<file path="src/rtl/ipi_timer_pkg.sv">
package ipi_timer_pkg;
  localparam int MAX_CPU  = 4;
  localparam int CTRL_W   = 16;
  localparam int ID_W     = 2;
  localparam int REQ_LSB  = 12;
  localparam int ICLR_LSB = 8;
  localparam int TCLR_LSB = 4;
  localparam int RD_IPI_LSB = 8;
  localparam int RD_TMR_LSB = 4;
  localparam int RD_ID_LSB  = 0;

  typedef struct packed {
    logic [MAX_CPU-1:0] req;
    logic [MAX_CPU-1:0] iclr;
    logic [MAX_CPU-1:0] tclr;
  } ctrl_masks_t;

  function automatic ctrl_masks_t split_ctrl(input logic [CTRL_W-1:0] w);
    ctrl_masks_t m;
    m.req  = w[REQ_LSB  +: MAX_CPU];
    m.iclr = w[ICLR_LSB +: MAX_CPU];
    m.tclr = w[TCLR_LSB +: MAX_CPU];
    return m;
  endfunction
endpackage

</file>
<file path="src/rtl/ipi_present_decode.sv">
module ipi_present_decode #(
  parameter int NUM_CPU = 4,
  parameter int CNT_W   = 3
) (
  input  logic [CNT_W-1:0]   cpu_cnt,
  output logic [NUM_CPU-1:0] present
);
  genvar gi;
  generate
    for (gi = 0; gi < NUM_CPU; gi++) begin : g_pres
      assign present[gi] = ({1'b0, cpu_cnt} > (CNT_W+1)'(gi));
    end
  endgenerate
endmodule

</file>
<file path="src/rtl/ipi_cpu_slice.sv">
module ipi_cpu_slice (
  input  logic clk,
  input  logic rst,
  input  logic req,
  input  logic iclr,
  input  logic tclr,
  input  logic tick_en,
  output logic ipi_q,
  output logic tmr_q,
  output logic dup_hit,
  output logic none_hit
);
  // clear first, then request; a request surviving its own clear is no duplicate
  assign dup_hit  = req & ipi_q & ~iclr;
  assign none_hit = iclr & ~ipi_q;

  always_ff @(posedge clk) begin
    if (rst) begin
      ipi_q <= 1'b0;
      tmr_q <= 1'b0;
    end else begin
      ipi_q <= (ipi_q & ~iclr) | req;
      // tick has priority over a coincident timer clear
      tmr_q <= (tmr_q & ~tclr) | tick_en;
    end
  end
endmodule

</file>
<file path="src/rtl/ipi_read_fmt.sv">
module ipi_read_fmt
  import ipi_timer_pkg::*;
#(
  parameter int NUM_CPU = 4
) (
  input  logic               clk,
  input  logic               rst,
  input  logic               rd_en,
  input  logic [ID_W-1:0]    rd_cpu,
  input  logic [NUM_CPU-1:0] ipi_q,
  input  logic [NUM_CPU-1:0] tmr_q,
  output logic [CTRL_W-1:0]  rd_data
);
  logic [CTRL_W-1:0] word;

  always_comb begin
    word = '0;
    word[RD_IPI_LSB +: NUM_CPU] = ipi_q;
    word[RD_TMR_LSB +: NUM_CPU] = tmr_q;
    word[RD_ID_LSB  +: ID_W]    = rd_cpu;
  end

  always_ff @(posedge clk) begin
    if (rst)        rd_data <= '0;
    else if (rd_en) rd_data <= word;
    else            rd_data <= '0;
  end
endmodule

</file>
<file path="src/rtl/ipi_timer_ctrl.sv">
module ipi_timer_ctrl
  import ipi_timer_pkg::*;
#(
  parameter int NUM_CPU = 4,
  localparam int CNT_W  = $clog2(MAX_CPU + 1)
) (
  input  logic               clk,
  input  logic               rst,
  input  logic [CNT_W-1:0]   cpu_cnt,
  input  logic               wr_en,
  input  logic [CTRL_W-1:0]  wr_data,
  input  logic               tick,
  input  logic               rd_en,
  input  logic [ID_W-1:0]    rd_cpu,
  output logic [CTRL_W-1:0]  rd_data,
  output logic [NUM_CPU-1:0] ipi_irq,
  output logic [NUM_CPU-1:0] tmr_irq,
  output logic               dup_warn,
  output logic               clr_warn
);
  logic [NUM_CPU-1:0] present;
  logic [NUM_CPU-1:0] req_m, iclr_m, tclr_m, tick_m;
  logic [NUM_CPU-1:0] dup_v, none_v;
  ctrl_masks_t        masks;

  ipi_present_decode #(.NUM_CPU(NUM_CPU), .CNT_W(CNT_W)) u_pres (
    .cpu_cnt (cpu_cnt),
    .present (present)
  );

  assign masks  = split_ctrl(wr_data);
  assign req_m  = masks.req[NUM_CPU-1:0]  & present & {NUM_CPU{wr_en}};
  assign iclr_m = masks.iclr[NUM_CPU-1:0] & present & {NUM_CPU{wr_en}};
  assign tclr_m = masks.tclr[NUM_CPU-1:0] & present & {NUM_CPU{wr_en}};
  assign tick_m = present & {NUM_CPU{tick}};

  genvar gi;
  generate
    for (gi = 0; gi < NUM_CPU; gi++) begin : g_cpu
      ipi_cpu_slice u_slice (
        .clk      (clk),
        .rst      (rst),
        .req      (req_m[gi]),
        .iclr     (iclr_m[gi]),
        .tclr     (tclr_m[gi]),
        .tick_en  (tick_m[gi]),
        .ipi_q    (ipi_irq[gi]),
        .tmr_q    (tmr_irq[gi]),
        .dup_hit  (dup_v[gi]),
        .none_hit (none_v[gi])
      );
    end
  endgenerate

  always_ff @(posedge clk) begin
    if (rst) begin
      dup_warn <= 1'b0;
      clr_warn <= 1'b0;
    end else begin
      dup_warn <= |dup_v;
      clr_warn <= |none_v;
    end
  end

  ipi_read_fmt #(.NUM_CPU(NUM_CPU)) u_rd (
    .clk     (clk),
    .rst     (rst),
    .rd_en   (rd_en),
    .rd_cpu  (rd_cpu),
    .ipi_q   (ipi_irq),
    .tmr_q   (tmr_irq),
    .rd_data (rd_data)
  );
endmodule

</file>
<file path="config.mk">
export PLATFORM = sky130hd
export DESIGN_NAME = ipi_timer_ctrl
export DESIGN_NICKNAME = d
export VERILOG_FILES = /design/src/rtl/ipi_timer_pkg.sv /design/src/rtl/ipi_present_decode.sv /design/src/rtl/ipi_cpu_slice.sv /design/src/rtl/ipi_read_fmt.sv /design/src/rtl/ipi_timer_ctrl.sv
export SDC_FILE = /design/constraint.sdc
export NUM_CORES = 1
export LEC_CHECK = 0
export BUFFER_PORTS_ARGS = -buffer_cell sky130_fd_sc_hd__buf_2
export CAP_MARGIN = 30
export CORE_MARGIN = 2
export CORE_UTILIZATION = 42
export DETAILED_ROUTE_END_ITERATION = 6
export PLACE_DENSITY = 0.82
export RECOVER_POWER = 25
export SLEW_MARGIN = 25
export SYNTH_ARGS = -nofsm -noshare
export SYNTH_HDL_FRONTEND = slang
export SYNTH_SLANG_ARGS = --single-unit
</file>
<file path="constraint.sdc">
create_clock -name clk -period 1.3 [get_ports clk]
set_input_delay 0.325 -clock clk [delete_from_list [all_inputs] [get_ports clk]]
set_output_delay 0.325 -clock clk [all_outputs]
set_load 0.1 [all_outputs]
</file>
# After elaboration in Yosys (flattened, before gate mapping)
# Cells that the tools add are included.
# word_totals
reg_bits	26
in_bits	26
output_inout_bits	26
wordCells	67
# classes
n_lt_le_gt_ge	4
n_bitwise	48
n_reduce_logical	3
# op_table
operator	n
4-bit AND	7
1-bit AND	20
1-bit NOT	13
1-bit OR	8
4-bit OR reduction	2
3-bit by 1-bit > comparator with 1-bit output, second input constant	2
3-bit by 2-bit > comparator with 1-bit output, second input constant	2
2-bit OR reduction	1

# Longest topological paths before layout
# logic_depth
ltp_word	6
depth_mapped	4
mapped_depth_nobuf	3

# By module
# A second synthesis with hierarchy kept.
# unflattened
hier_cells	94
area_unflattened_um2	900.9
# by_module_without_submodules
mod	instances	cells_per_inst	area_each_um2	seq_area_each_um2
ipi_cpu_slice	4	10	91.3	40.0
ipi_read_fmt	1	27	336.6	200.2
ipi_timer_ctrl	1	23	173.9	40.0
ipi_present_decode	1	4	25.0	0.0

# Least setup slack after synthesis
# Ideal clock, no wire load.
# synth_timing
kind	register to output
from	register clr_warn
to	output port clr_warn
arrival_ns	0.909
required_time_ns	0.975
setup_slack_ns	0.066
path_stages_with_launch	1
path_buffers	0
path_cell_list	dfxtp_1
# synth_rtl
item	line	source
from (decl)	ipi_timer_ctrl.sv:19	output logic clr_warn
from (signal assigned)	ipi_timer_ctrl.sv:61	clr_warn <= |none_v;
# No word-level cell between the ends.

# Worst setup path in the final report
# layout_timing
from	register g_cpu[0].u_slice.tmr_q
to	output port tmr_irq[0]
# layout_rtl
item	line	source
from (decl)	ipi_cpu_slice.sv:9	output logic tmr_q,
from (signal assigned)	ipi_cpu_slice.sv:24	tmr_q <= (tmr_q & ~tclr) | tick_en;
to (decl)	ipi_timer_ctrl.sv:17	output logic [NUM_CPU-1:0] tmr_irq,
# No word-level cell between the ends.

==> impl_metrics.json <==
{
  "cpPeakStageDelay_ns": 0.43,
  "critPathBufInv": 1,
  "peakVddDrop_mv": 0.873,
  "final_core_util": 0.694,
  "worstHoldStart": "rd_cpu[1]",
  "hp-class": "in -> reg",
  "synth_seq_area_share": 0.448,
  "multi_input_area_um2": 362,
  "rsz0062_at_grt": "no",
  "io_buffers": 41,
  "drt_iter0_drc": 14,
  "antenna_found_initial": 0,
  "fmax_mhz": 790,
  "pre_cts_slack_ns": 0.0336,
  "finalSetupTns_ns": 0,
  "setup_violations": 0,
  "grt_start_max_net_pins": 14,
  "reg2reg_depth": 3,
  "reg2reg_to": "dup_warn",
  "synth_top_area_frac": 0.448,
  "synthCells": 95,
  "final_antenna_net_count": 0,
  "die_w_um": 50.2,
  "tightest_slew_ns": 0.558,
  "p_per_area_nw_per_um2": 1240,
  "slew_violations": 0,
  "drc_errors": 0,
  "vias": 812,
  "yosys_warnings": 0,
  "die_h_um": 50.2,
  "maxCapViolCount": 0,
  "grt_pass1_vias": 782,
  "nets": 156,
  "grt_usage": 0.186,
  "cts_tree": "yes",
  "cts_buffers": 3,
  "ioPinCount": 52,
  "die-area_um2": 2520,
  "wirelength_um": 2150,
  "start_util": 0.451,
  "synthSimpleGateAreaFrac": 0.197,
  "status": "complete, no violations",
  "total_power_w": 0.00171,
  "syn_area_um2": 895,
  "crit_slowest_cell": "dfxtp_1",
  "detail_route.first_pass.iterations": 4,
  "synth-compound-area-share": 0.187,
  "leakage_nw": 0.575,
  "final_hold_viol_count": 0,
  "layout.cells.non_filler": 156,
  "crit_chain": "buf_12",
  "finalCriticalPeriod_ns": 1.27,
  "r2r_slack_ns": 0.28,
  "rows": 16,
  "slew_headroom": 0.628,
  "end_kind": "output port",
  "syn_area_per_cell_um2": 9.42,
  "vias_per_cell": 5.21,
  "worstReg2RegStart": "g_cpu[1].u_slice.ipi_q",
  "worstSkewPairLatency_ns": 0.30,
  "hold_end": "u_rd.rd_data[1]",
  "critical_path_arrival_ns": 0.94,
  "hold_depth": 2,
  "skew_ns": 0.00802,
  "ys_ff_latch": 20,
  "critical_path_required_ns": 0.98,
  "synth_mux_area_frac": 0,
  "dp.cells": 152,
  "cts.path.max_buffers": 2,
  "cts_root_buf": "clkbuf_4",
  "dp.final_hpwl_um": 1700,
  "synth_top_family_by_area": "simple AND/OR/NAND/NOR gates",
  "grt-ovfl-total": 0,
  "drive_gt1_frac": 0.403,
  "num-fill-cells": 141,
  "worstSetupStartpointType": "flip-flop",
  "seqCellArea_um2": 405,
  "cts_htree_levels": 1,
  "synth_fa_ha_area_frac": 0,
  "place_congestion": 0.815,
  "grt_pass1_wl_um": 3530,
  "yosys.area.top_type": "dfxtp_1",
  "crit_type": "reg -> out",
  "period_share": 0.974,
  "cp_top_family": "flip-flops",
  "synth_xor_area_frac": 0,
  "clock-sinks": 20,
  "num_antenna_cells": 0,
  "worst-path-max-fanout": 3,
  "area_growth_pct": 53.7,
  "ys_types": 28,
  "setup_ws_ns": 0.0338,
  "cts.clk_slew.worst_paths_ns": 0.12,
  "wire_per_inst_um": 13.8,
  "synth_area_leaders": "dfxtp_1 (45%), buf_4 (13%), and2_1 (7.0%)",
  "post-cts-setup-buffers": 0,
  "core-area_um2": 1980
}
layout make-up:
class	instances	share of cell area
Clock buffer	3	0.0164
Sequential cell	20	0.295
Inverter	2	0.00546
Clock inverter	1	0.0218
Tap cell	27	0.0246
Multi-Input combinational cell	60	0.263
Timing Repair Buffer	43	0.374
cell usage after synthesis:
master / count
a21o_2: 1
a21oi_1: 6
a22oi_1: 2
a32oi_1: 1
and2_1: 10
buf_4: 15
buf_6: 2
clkbuf_1: 1
conb_1: 1
dfxtp_1: 20
inv_1: 2
nand2_1: 6
nand2b_1: 1
nand3_1: 4
nand4_1: 2
nor2_1: 4
nor2b_1: 1
nor3_1: 1
nor3b_1: 2
o211ai_1: 2
o211ai_2: 2
o21ai_0: 3
o22ai_1: 1
o311ai_0: 1
o311ai_2: 1
o31a_1: 1
o32a_1: 1
or3_4: 1
how the worst max path moves through the flow:
stage / from / depth (start not counted) / to
after floorplan: clr_warn / 0 / clr_warn
after global placement: cpu_cnt[2] / 4 / g_cpu[0].u_slice.ipi_q
after detailed placement: cpu_cnt[2] / 4 / g_cpu[0].u_slice.ipi_q
after CTS: g_cpu[2].u_slice.ipi_q / 1 / ipi_irq[2]
after global routing: g_cpu[0].u_slice.tmr_q / 1 / tmr_irq[0]
final: g_cpu[0].u_slice.tmr_q / 1 / tmr_irq[0]
sequential cells by signal (all words and copies together) (netlist names):
| register | cells |
|---|---|
| g_cpu.u_slice.tmr_q | 4 |
| clr_warn | 1 |
| dup_warn | 1 |
| g_cpu.u_slice.ipi_q | 4 |
| u_rd.rd_data | 10 |
cell families after synthesis:
group,Yosys count
other,1
and+or+nand+nor,32
buffers and inverters,20
DFF,20
AOI/OAI and AO/OA,22
through the flow:
| step | hold WS (ns) | cell area [um^2] |
|---|---|---|
| 3_5_place_dp | 0.528 | 1330 |
| 4_1_cts | 0.235 | 1380 |
| 3_3_place_gp | 0.496 | 1330 |
| 2_1_floorplan | 0.445 | 913 |
| 5_1_grt | 0.241 | 1380 |
| 6_report | 0.234 | 1380 |
power breakdown:
| part | leakage (nW) | internal (W) | switching, W |
|---|---|---|---|
| Combinational | 0.381 | 0.000163 | 0.000364 |
| Sequential | 0.165 | 0.000644 | 0.0000353 |
| Clock | 0.0279 | 0.000312 | 0.000193 |
metal layers:
metal | up-vias | global-route usage | routed length (um)
li1 | 377 | - | -
met1 | 381 | 0.213 | 823
met2 | 50 | 0.331 | 1100
met3 | 4 | 0.0238 | 180
met4 | 0 | 0.102 | 47
met5 | - | 0 | 0
cells in the final DEF, fill, tap and decap left out, types with 3 or more instances in the layout:
cell type / synthesis / layout
buf_2: 0 / 19
nor2_1: 4 / 4
conb_1: 1 / 6
dfxtp_1: 20 / 16
clkbuf_1: 1 / 3
o21ai_0: 3 / 3
buf_12: 0 / 20
a21oi_1: 6 / 6
nand3_1: 4 / 4
clkbuf_4: 0 / 3
dfxtp_2: 0 / 4
and2_1: 10 / 8
nand2_1: 6 / 6
timing repair:
item | 4_1_cts | 5_1_grt
gates resized for setup | 1 | 3
pin swaps | 0 | 0
hold buffers | 0 | 0
setup endpoints to repair | 1 | 3
No activity file was read; power rests on OpenSTA's default activity.
